[src/rtl/rtc_irq_pkg.sv]
package rtc_irq_pkg;
  localparam int DW      = 8;
  localparam int AW      = 5;
  localparam int NFIELD  = 6;
  localparam logic [AW-1:0] A_ALM_BASE = 5'h07;
  localparam logic [AW-1:0] A_STATUS   = 5'h0E;
  localparam logic [AW-1:0] A_CFG      = 5'h0F;
  localparam int ST_SEC = 2;
  localparam int ST_ALM = 6;
  typedef enum logic [1:0] {PER_SEC = 2'd0, PER_MIN = 2'd1, PER_HOUR = 2'd2, PER_DAY = 2'd3} period_e;
endpackage

[src/rtl/rtc_event_detect.sv]
module rtc_event_detect #(
  parameter int DATA_W = 8
) (
  input  logic              tick,
  input  logic [DATA_W-1:0] sec,
  input  logic [DATA_W-1:0] min,
  input  logic [DATA_W-1:0] hour,
  output logic [3:0]        ev
);
  logic sec_zero, min_zero, hour_zero;
  always_comb begin
    sec_zero  = (sec  == '0);
    min_zero  = (min  == '0);
    hour_zero = (hour == '0);
    ev[0] = tick;
    ev[1] = tick & sec_zero;
    ev[2] = tick & sec_zero & min_zero;
    ev[3] = tick & sec_zero & min_zero & hour_zero;
  end
endmodule

[src/rtl/rtc_alarm_bank.sv]
module rtc_alarm_bank #(
  parameter int DATA_W     = 8,
  parameter int ADDR_W     = 5,
  parameter int NUM_FIELDS = 6,
  parameter logic [ADDR_W-1:0] BASE = 5'h07
) (
  input  logic                         clk,
  input  logic                         rst_n,
  input  logic                         we,
  input  logic [ADDR_W-1:0]            addr,
  input  logic [DATA_W-1:0]            wdata,
  input  logic [NUM_FIELDS*DATA_W-1:0] live,
  output logic                         rd_hit,
  output logic [DATA_W-1:0]            rd_data,
  output logic                         match
);
  logic [DATA_W-1:0]     alm_q [NUM_FIELDS];
  logic [NUM_FIELDS-1:0] eq;
  logic [NUM_FIELDS-1:0] sel;

  for (genvar i = 0; i < NUM_FIELDS; i++) begin : g_field
    assign sel[i] = (addr == BASE + ADDR_W'(i));
    always_ff @(posedge clk) begin
      if (!rst_n)             alm_q[i] <= '0;
      else if (we && sel[i])  alm_q[i] <= wdata;
    end
    assign eq[i] = (alm_q[i] == live[i*DATA_W +: DATA_W]);
  end

  assign match  = &eq;
  assign rd_hit = |sel;

  always_comb begin
    rd_data = '0;
    for (int k = 0; k < NUM_FIELDS; k++)
      if (sel[k]) rd_data = alm_q[k];
  end
endmodule

[src/rtl/rtc_irq_ctrl.sv]
module rtc_irq_ctrl
  import rtc_irq_pkg::*;
#(
  parameter int DATA_W = 8,
  parameter int ADDR_W = 5
) (
  input  logic              clk,
  input  logic              rst_n,
  input  logic              we,
  input  logic [ADDR_W-1:0] addr,
  input  logic [DATA_W-1:0] wdata,
  input  logic              tick,
  input  logic [3:0]        ev,
  input  logic              alarm_match,
  output logic [DATA_W-1:0] status,
  output logic [DATA_W-1:0] cfg,
  output logic              irq
);
  logic [DATA_W-1:0] st_q, st_set, st_clr;
  period_e           per_q;
  logic              tim_en_q, alm_en_q;
  logic              per_flag;

  always_comb begin
    st_set = '0;
    st_set[ST_SEC +: 4] = ev;
    st_set[ST_ALM]      = tick & alarm_match;
    st_clr = (we && addr == A_STATUS) ? wdata : '0;
  end

  always_ff @(posedge clk) begin
    if (!rst_n) begin
      st_q     <= '0;
      per_q    <= PER_SEC;
      tim_en_q <= 1'b0;
      alm_en_q <= 1'b0;
    end else begin
      st_q <= (st_q & ~st_clr) | st_set;
      if (we && addr == A_CFG) begin
        per_q    <= period_e'(wdata[1:0]);
        tim_en_q <= wdata[2];
        alm_en_q <= wdata[3];
      end
    end
  end

  always_comb begin
    per_flag = st_q[ST_SEC + int'(per_q)];
    irq      = (st_q[ST_ALM] & alm_en_q) | (per_flag & tim_en_q);
    status   = st_q;
    cfg      = '0;
    cfg[1:0] = per_q;
    cfg[2]   = tim_en_q;
    cfg[3]   = alm_en_q;
  end
endmodule

[src/rtl/rtc_irq_unit.sv]
module rtc_irq_unit
  import rtc_irq_pkg::*;
#(
  parameter int DATA_W     = DW,
  parameter int ADDR_W     = AW,
  parameter int NUM_FIELDS = NFIELD
) (
  input  logic                         clk,
  input  logic                         rst_n,
  input  logic                         tick,
  input  logic [NUM_FIELDS*DATA_W-1:0] time_bcd,
  input  logic                         reg_we,
  input  logic [ADDR_W-1:0]            reg_addr,
  input  logic [DATA_W-1:0]            reg_wdata,
  output logic [DATA_W-1:0]            reg_rdata,
  output logic                         irq
);
  logic [3:0]        ev;
  logic              alarm_match;
  logic              alm_hit;
  logic [DATA_W-1:0] alm_rd;
  logic [DATA_W-1:0] status_q;
  logic [DATA_W-1:0] irq_cfg;

  rtc_event_detect #(.DATA_W(DATA_W)) u_ev (
    .tick (tick),
    .sec  (time_bcd[0*DATA_W +: DATA_W]),
    .min  (time_bcd[1*DATA_W +: DATA_W]),
    .hour (time_bcd[2*DATA_W +: DATA_W]),
    .ev   (ev)
  );

  rtc_alarm_bank #(
    .DATA_W(DATA_W), .ADDR_W(ADDR_W), .NUM_FIELDS(NUM_FIELDS), .BASE(A_ALM_BASE)
  ) u_alm (
    .clk(clk), .rst_n(rst_n), .we(reg_we), .addr(reg_addr), .wdata(reg_wdata),
    .live(time_bcd), .rd_hit(alm_hit), .rd_data(alm_rd), .match(alarm_match)
  );

  rtc_irq_ctrl #(.DATA_W(DATA_W), .ADDR_W(ADDR_W)) u_ctl (
    .clk(clk), .rst_n(rst_n), .we(reg_we), .addr(reg_addr), .wdata(reg_wdata),
    .tick(tick), .ev(ev), .alarm_match(alarm_match),
    .status(status_q), .cfg(irq_cfg), .irq(irq)
  );

  always_comb begin
    if (alm_hit)                   reg_rdata = alm_rd;
    else if (reg_addr == A_STATUS) reg_rdata = status_q;
    else if (reg_addr == A_CFG)    reg_rdata = irq_cfg;
    else                           reg_rdata = '0;
  end
endmodule

[config.mk]
export PLATFORM = sky130hd
export DESIGN_NAME = rtc_irq_unit
export DESIGN_NICKNAME = d
export VERILOG_FILES = /design/src/rtl/rtc_irq_pkg.sv /design/src/rtl/rtc_event_detect.sv /design/src/rtl/rtc_alarm_bank.sv /design/src/rtl/rtc_irq_ctrl.sv /design/src/rtl/rtc_irq_unit.sv
export SDC_FILE = /design/constraint.sdc
export NUM_CORES = 1
export LEC_CHECK = 0
export ABC_CLOCK_PERIOD_IN_PS = 5160
export BUFFER_PORTS_ARGS = -buffer_cell sky130_fd_sc_hd__buf_2
export CAP_MARGIN = 20
export CORE_ASPECT_RATIO = 1.75
export CORE_MARGIN = 5
export CORE_UTILIZATION = 30
export DETAILED_ROUTE_END_ITERATION = 10
export REMOVE_ABC_BUFFERS = 1
export SLEW_MARGIN = 20
export SYNTH_ARGS = -nofsm -noshare
export SYNTH_HDL_FRONTEND = slang
export SYNTH_HIERARCHICAL = 1
export SYNTH_SLANG_ARGS = --single-unit
[constraint.sdc]
create_clock -name clk -period 5.16 [get_ports clk]
set_input_delay 0.258 -clock clk [delete_from_list [all_inputs] [get_ports clk]]
set_output_delay 0.258 -clock clk [all_outputs]
set_load 0.02 [all_outputs]
* Yosys cells after proc, flatten, opt, wreduce, memory -nomap -nowiden *
Memory sizes are Yosys's and may differ from the RTL's.
Index checks and enable logic that the tools add are counted.

operators by class
  multiplexer cells = 38
  order comparisons = 1
  reduce and logical (&&, ||, !) cells = 13
  bitwise logic cells = 16
  equality and inequality tests = 14
  shift-type cells = 0
  add/sub/neg operators = 1
  $mul = 0
  divide/modulo/power cells = 0

operator list
  cell                                                  count
  2-to-1 mux 8 bit                                      15
  == test 8 bit                                         6
  == test 5 x 4 -> 1 bit (second input constant)        7
  < comparator 32 x 5 -> 1 bit (second input constant)  1
  logical NOT 8 bit                                     3
  2-to-1 mux 1 bit                                      21
  bitwise AND 8 bit                                     1
  logical AND 1 bit                                     8
  NOT 8 bit                                             1
  OR 8 x 7 -> 8 bit                                     1
  OR 1 bit                                              7
  bitwise AND 1 bit                                     6
  AND reduction 6 bit                                   1
  OR reduction 6 bit                                    1
  == test 5 x 3 -> 1 bit (second input constant)        1
  2-to-1 mux 4 bit                                      1
  adder 2 x 2 -> 3 bit (first input constant)           1
  binary-select mux 1 bit (select 3 bit)                1

storage, ports and cells
  bits of input ports = 65
  logic and storage cells = 88
  memories kept = 1
  output and inout bits = 9
  bits in read-only memories = 0
  RAM bits = 48
  latch bits = 0
  flip-flop bits (word level) = 12

memories
  name         words  bits a word  read ports  clocked after memory_dff  wr ports  RTL line              source
  u_alm.alm_q  6      8            6           0                         6         rtc_alarm_bank.sv:17  logic [DATA_W-1:0] alm_q [NUM_FIELDS];

* Longest topological paths before layout *
Gate-level depths: netlist of run 1.

  word-level depth = 8
  depth in mapped cells = 9
  depth with buffers taken out = 6

* Cells and area by module *
The synthesis of run 1 kept the hierarchy.

by module, submodules not included
  module            sequential area each (µm²)  cells an instance  area each (µm²)  times used
  rtc_alarm_bank    1441.4                      269                2956.6           1
  rtc_irq_ctrl      240.2                       60                 556.8            1
  rtc_irq_unit      0.0                         28                 221.5            1
  rtc_event_detect  0.0                         15                 93.8             1

* Worst setup path after synthesis of run 1 *
No wires, ideal clock.

  kind = in2out
  start = input reg_addr[1]
  end = output reg_rdata[0]
  buffers on the path = 4
  path slack = 3.123 ns
  stages on the path = 8
  arrival = 1.779 ns
  path through = buf_2 > and3b_1 > buf_2 > nand2_1 > a21oi_1 > clkbuf_2 > buf_6 > o31ai_1

RTL lines
  element                                                                  RTL line              source
  start, declared                                                          rtc_irq_unit.sv:13    input logic [ADDR_W-1:0] reg_addr,
  == test 5 x 3 -> 1 bit / == test 5 x 4 -> 1 bit (equally long branches)  rtc_alarm_bank.sv:22  assign sel[i] = (addr == BASE + ADDR_W'(i));
  OR reduction 6 bit *                                                     rtc_alarm_bank.sv:31  assign rd_hit = |sel;
  via alm_hit                                                              rtc_irq_unit.sv:20    logic alm_hit;
  2-to-1 mux 8 bit *                                                       rtc_irq_unit.sv:47    if (alm_hit) reg_rdata = alm_rd;
  end, declared                                                            rtc_irq_unit.sv:15    output logic [DATA_W-1:0] reg_rdata,

The timed path passes the listed nets; every way through them passes the cells marked *.

* Worst setup path in the final report of run 1 *
  start = input reg_addr[0]
  end = output reg_rdata[3]

Same word-level chain as after synthesis.

==> results_dict.tcl, run 1 <==
set metrics [dict create \
    ctsHoldBuffers 0 \
    diodes 0 \
    dr.pass1.iters 5 \
    finalWeightedCongestion 0.9377 \
    start_kind "input pin" \
    pin_count 74 \
    die_h_um 159.4 \
    required_ns 4.90 \
    wl_met1_um 4515 \
    synth_warnings 6 \
    dpl_cell_area_um2 4265 \
    drive_gt1_frac 0.2318 \
    drv_slew 0 \
    h-tree-depth 3 \
    post-route-drc-count 0 \
    cp-startpoint "reg_addr[0]" \
    max_freq_mhz 326.7 \
    p_leak_nw 1.730 \
    ys_ff_latch 60 \
    path_clk_slew_ns 0.05 \
    drt_iter0_drc 196 \
    rsz0062_at_grt "no" \
    num_vias 3173 \
    r2r_start "u_alm/alm_q[2][2]$_SDFFCE_PN0P_" \
    ctsLongestPathBuffers 2 \
    worstSetupPathType "input pin to output pin" \
    fin_nets 500 \
    power.share.clock 0.462 \
    skew_ns 0.001858 \
    dieArea_um2 15210 \
    grt_overflow_total 0 \
    cp_num_buf_inv 2 \
    synth.avg_cell_area_um2 10.29 \
    cts_setup_buffers 0 \
    antenna_found_initial 0 \
    hold_path.class "input pin to register" \
    setup_viol_count_final 0 \
    avgViaCountPerCell 5.219 \
    min_from "reg_wdata[0]" \
    core-area_um2 12500 \
    rows 54 \
    met3_length_um 619 \
    nFillCells 1251 \
    routedWlPerCell_um 21.79 \
    yosysTopAreaCellShare 0.3765 \
    cpMaxStageDelayCell "a21oi_1" \
    final_util 0.3670 \
    port_buffers 73 \
    cts_resized 0 \
    synth_edf_count 48 \
    postRouteWirelength_um 13250 \
    rrSetupSlack_ns 2.88 \
    worst_skew_pair.late_latency_ns 0.33 \
    final_area_um2 4587 \
    path_delay_family "compound AO/OA/AOI/OAI gates" \
    wl_met2_um 7098 \
    ys_seq_area_frac 0.4392 \
    die_w_um 95.40 \
    hpwl_um 10570 \
    crit_chain "buf_2, and3b_1, nand2_1, a21oi_1, nand2_1, o31ai_1, buf_2" \
    switching_share 0.2465 \
    crit_fanout 38 \
    dp_cells 592 \
    grt_pass1_wl_um 19330 \
    ant_nets 0 \
    track_usage 0.1766 \
    comb_power_share 0.120 \
    cp.arrival_ns 2.80 \
    yosysTopAreaCell "edfxtp_1" \
    cp-end-kind "output pin" \
    sequentialPowerShare 0.418 \
    cts_tree "built" \
    period_share 0.5931 \
    synthArstFlopShare 0 \
    grt_max_degree 39 \
    max-cap-violations 0 \
    clkSinkCount 60 \
    fin_crit_ns 3.061 \
    fin_cells 608 \
    p_sw_mw 0.3344 \
    start_util 0.3063 \
    p_per_area_nw_per_um2 295.8 \
    finalPower_mw 1.357 \
    area_growth_pct 19.80 \
    cts_root_buffer "clkbuf_16" \
    top_layer "met4" \
    cpPeakStageDelay_ns 0.84 \
    relSlewSlack 0.2872 \
    synth_ff_type "edfxtp_1" \
    ys_types 50 \
    tns_ns 0 \
    grt_pass1_vias 3295 \
    internal_power_mw 1.023 \
    worst_slew_pin_slew_ns 1.058 \
    syn_inst 372 \
    cts_buffers 9 \
    syn-cell-area_um2 3829 \
    status "finished, final reports clean" \
    max-vdd-ir-drop_v 0.0001366 \
    synth_area_leaders "edfxtp_1 (38%), xor2_1 (11%), and2_1 (7.8%), dfxtp_1 (6.3%), mux2i_1 (3.1%)" \
    hold_viol_final 0 \
]
## layer usage
| metal | global-route usage | vias to the layer above |
|---|---|---|
| met4 | 0.1334 | 0 |
| met1 | 0.1727 | 1523 |
| met2 | 0.3199 | 128 |
| li1 | - | 1481 |
| met3 | 0.02600 | 41 |
| met5 | 0 | - |
## placed cells by master (no fill, tap or decap), types with 7 or more instances in the layout
master and instances:
buf_2 73, xor2_1 48, and2_1 48, edfxtp_1 48
nand2_1 32, nor2_1 17, nor4_1 15, mux2i_1 12
dfxtp_1 12, o21ai_0 10, clkbuf_16 9, o31ai_1 8
o21ai_1 8, a21oi_1 7, nor2b_1 7, inv_1 7
## through the flow
stage / hold slack [ns] / setup WS [ns]
finish: 0.2386 / 2.099
global route: 0.2668 / 1.883
CTS: 0.2383 / 2.179
detailed placement: 0.4285 / 2.190
global placement: 0.4219 / 2.319
floorplan: 0.3450 / 3.185
## layout make-up
class / count / area (um^2) / share of cell area
Timing Repair Buffer: 73 / 365.4 / 0.07965
Multi-Input combinational cell: 284 / 1987 / 0.4332
Inverter: 7 / 26.28 / 0.005728
Tap cell: 168 / 210.2 / 0.04583
Clock buffer: 9 / 225.2 / 0.04910
Clock inverter: 7 / 91.34 / 0.01991
Sequential cell: 60 / 1682 / 0.3666
## path summary, 6_finish.rpt
path | to | cells past startpoint
worst max-delay path | reg_rdata[3] | 7
worst min-delay path | u_ctl/status[0]$_SDFF_PN0_ | 2
worst max register to register | u_ctl/status[6]$_SDFF_PN0_ | 6
worst min register to register | u_ctl/status[1]$_SDFF_PN0_ | 2
## worst register-to-register path: stages (launching register included)
cell and delay [ns]:
edfxtp_1 0.49, xor2_1 0.20, nor4_1 0.38, nand4_1 0.15, nor3_1 0.58, a21oi_1 0.13
a311oi_1 0.26
## power by group through the flow
stage	combinational, mW	sequential, mW	clock [mW]
after floorplan	0.0706	0.568	0
after global placement	0.159	0.577	0
after detailed placement	0.160	0.577	0
after CTS	0.161	0.567	0.636
after global routing	0.172	0.570	0.655
final	0.163	0.568	0.627
## cells in the mapped netlist (2+ instances only)
cell,number
and2_1,48
edfxtp_1,48
xor2_1,48
nand2_1,32
nor2_1,17
nor4_1,15
dfxtp_1,12
mux2i_1,12
o21ai_0,12
o31ai_1,9
buf_2,8
a21oi_1,7
buf_4,7
inv_1,7
nor2b_1,7
a211o_1,6
a222oi_1,6
o211ai_1,6
o21ai_1,6
o31a_1,6
clkbuf_1,5
nand4_1,5
a31oi_1,4
buf_6,3
nor3_1,3
nor3_2,3
a211oi_1,2
a32oi_1,2
and4_1,2
nand2b_1,2
nor4b_4,2
o22ai_1,2
## sequential cells by signal, summed over array words and instances, names as in the netlist
name            count
u_ctl/alm_en_q      1
u_alm/alm_q        48
u_ctl/status        8
u_ctl/tim_en_q      1
u_ctl/per_q         2
## kinds of logic (layout without fill, tap and decap cells)
kind of cell	Yosys count	in the layout	synth area share
xor gates and xnor gates	48	48	0.1098
muxes	13	13	0.03726
AOI/OAI and AO/OA	70	70	0.1281
and+or+nand+nor	149	149	0.2386
DFF	60	60	0.4392
buffers and inverters	31	96	0.04608
other	1	4	0.0009795
No activity file was read; power rests on OpenSTA's default activity.
==> run 2: changes to the inputs <==
--- a/config.mk
+++ b/config.mk
@@ -5,7 +5,8 @@
 export SDC_FILE = /design/constraint.sdc
 export NUM_CORES = 1
 export LEC_CHECK = 0
-export ABC_CLOCK_PERIOD_IN_PS = 5160
+export ABC_AREA = 1
+export ABC_CLOCK_PERIOD_IN_PS = 2790
 export BUFFER_PORTS_ARGS = -buffer_cell sky130_fd_sc_hd__buf_2
 export CAP_MARGIN = 20
 export CORE_ASPECT_RATIO = 1.75
==> constraint.sdc (replaced) <==
create_clock -name clk -period 2.79 [get_ports clk]
set_input_delay 0.1395 -clock clk [delete_from_list [all_inputs] [get_ports clk]]
set_output_delay 0.1395 -clock clk [all_outputs]
set_load 0.02 [all_outputs]
==> results_dict.tcl, run 2 <==
set metrics [dict create \
    postRouteWirelength_um 12280 \
    grt_max_degree 21 \
    worstSetupPathType "input pin to output pin" \
    setup_viol_count_final 0 \
    start_util 0.3039 \
    relSlewSlack 0.6577 \
    skew_ns 0.004176 \
    antenna_found_initial 0 \
    core-area_um2 12870 \
    synthAdderAreaFrac 0 \
    path_clk_slew_ns 0.05 \
    synth_warnings 6 \
    grt_overflow_total 0 \
    dr.pass1.iters 5 \
    fin_crit_ns 1.965 \
    crit_fanout 9 \
    layout_common_cells "nand2_1 (162), nor2_1 (90), buf_2 (73)" \
    ys_seq_area_frac 0.4299 \
    ant_nets 0 \
    area_growth_pct 21.27 \
    synthArstFlopShare 0 \
    cp.arrival_ns 1.83 \
    worst_slack_ns 0.8246 \
    die_h_um 161.1 \
    largest_reg_flops 48 \
    yosysTopAreaCellShare 0.3685 \
    synth_compound_area_frac 0.04095 \
    top_register "u_alm/alm_q" \
    h-tree-depth 3 \
    synth_area_leaders "edfxtp_1 (37%), nand2_1 (16%), nor2_1 (8.6%), dfxtp_1 (6.1%), inv_1 (6.0%)" \
    finalWeightedCongestion 0.9346 \
    cp-end-kind "output pin" \
    syn_inst 526 \
    track_usage 0.1635 \
    max-cap-violations 0 \
    ctsHoldBuffers 0 \
    drv_slew 0 \
    max_freq_mhz 508.8 \
    synthSimpleGateAreaFrac 0.3698 \
    cts_tree "built" \
    required_ns 2.65 \
    rows 55 \
    ctsLongestPathBuffers 2 \
    nFillCells 1364 \
    ys_ff_latch 60 \
    synth_xor_xnor_area_share 0.06942 \
    synth.avg_cell_area_um2 7.436 \
    tns_ns 0 \
    num_vias 3603 \
    die_w_um 96.32 \
    p_per_area_nw_per_um2 510.4 \
    dieArea_um2 15510 \
    start_kind "input pin" \
    port_buffers 73 \
    grt_pass1_vias 3720 \
    routedWlPerCell_um 15.70 \
    rsz0062_at_grt "no" \
    rrSetupSlack_ns 1.20 \
    p_leak_nw 2.167 \
    avgViaCountPerCell 4.607 \
    post-route-drc-count 0 \
    clkSinkCount 60 \
    synth_common_cells "nand2_1 (162), nor2_1 (90), inv_1 (63), edfxtp_1 (48), nand3_1 (33)" \
    dp_cells 766 \
    ys_types 30 \
    mostFrequentLayoutCell "nand2_1" \
    synth_mux_area_frac 0 \
    synth_edf_count 48 \
    max-vdd-ir-drop_v 0.0002853 \
    worst_slew_pin_slew_ns 0.5134 \
    synth_ff_type "edfxtp_1" \
    hold_path.class "input pin to register" \
    status "finished, final reports clean" \
    syn-cell-area_um2 3911 \
    fin_cells 782 \
    yosysTopAreaCell "edfxtp_1" \
    hpwl_um 10120 \
    synth_top_family_by_area "simple AND/OR/NAND/NOR gates" \
    detailedPlace.worstSlack_ns 0.8407 \
    fin_nets 671 \
    cts_buffers 9 \
    hold_viol_final 0 \
    cts_resized 0 \
    yosysMostFrequentCell "nand2_1" \
    drive_gt1_frac 0.1915 \
    grt_pass1_wl_um 18850 \
    cts_setup_buffers 0 \
    final_util 0.3686 \
    pin_count 74 \
    period_share 0.7044 \
    drt_iter0_drc 333 \
    worst_skew_pair.late_latency_ns 0.34 \
    diodes 0 \
    cts_root_buffer "clkbuf_16" \
]
==> run 2: changes by cell type after synthesis, moves of 15 or more <==
cell     delta
nor2_1     +73
xnor2_1    +27
inv_1      +56
and2_1     -48
nand2_1   +130
xor2_1     -44
nor4_1     -15
nand3_1    +32
==> run 2: cells by family after synthesis <==
| kind of cell | after synthesis |
|---|---|
| compound gates | 32 |
| xor+xnor | 31 |
| buf+inv | 79 |
| flops | 60 |
| other cells | 1 |
| simple gates | 323 |
==> run 2: layer usage <==
metal,global-route usage,part of all wire,vias up
li1,-,-,1814
met1,0.1685,0.37,1625
met2,0.3001,0.54,128
met4,0.09898,0.047,0
met5,0,0,-
met3,0.02237,0.044,36
==> run 2: final cells by class <==
class | instances | area [um^2] | share of cell area
Inverter | 67 | 257.7 | 0.05434
Timing Repair Buffer | 78 | 402.9 | 0.08494
Multi-Input combinational cell | 390 | 1893 | 0.3991
Clock buffer | 10 | 229.0 | 0.04827
Tap cell | 171 | 214.0 | 0.04511
Clock inverter | 6 | 65.06 | 0.01372
Sequential cell | 60 | 1682 | 0.3545
==> run 2: worst paths after layout <==
kind / depth (start not counted) / start / endpoint
worst max-delay path: 10 / reg_addr[1] / reg_rdata[1]
worst min-delay path: 3 / reg_wdata[3] / u_ctl/alm_en_q$_SDFFE_PN0P_
worst max register to register: 11 / u_alm/alm_q[5][1]$_SDFFCE_PN0P_ / u_ctl/status[6]$_SDFF_PN0_
worst min register to register: 2 / u_ctl/status[0]$_SDFF_PN0_ / u_ctl/status[0]$_SDFF_PN0_
==> run 2: through the flow <==
step                      hold slack (ns)  instance area, um^2  total power, mW
after floorplan                    0.2685                 3832            1.207
after global placement             0.4109                 4449            1.350
after detailed placement           0.4208                 4449            1.358
after CTS                         0.06919                 4743            2.434
after global routing              0.07805                 4743            2.496
final                             0.07485                 4743            2.421
==> run 2: critical path: stages <==
cell,delay (ns)
buf_2,0.16
inv_1,0.11
nand4_1,0.15
clkinv_1,0.22
nor2_1,0.15
nand4_1,0.39
clkinv_4,0.20
nand2_1,0.08
nand2_1,0.06
buf_2,0.16
==> run 2: power by group <==
| part | internal (mW) | total [mW] | switching (mW) |
|---|---|---|---|
| Sequential | 1.01 | 1.05 | 0.0411 |
| Clock | 0.688 | 1.08 | 0.392 |
| Combinational | 0.109 | 0.291 | 0.181 |
| Total | 1.81 | 2.42 | 0.614 |
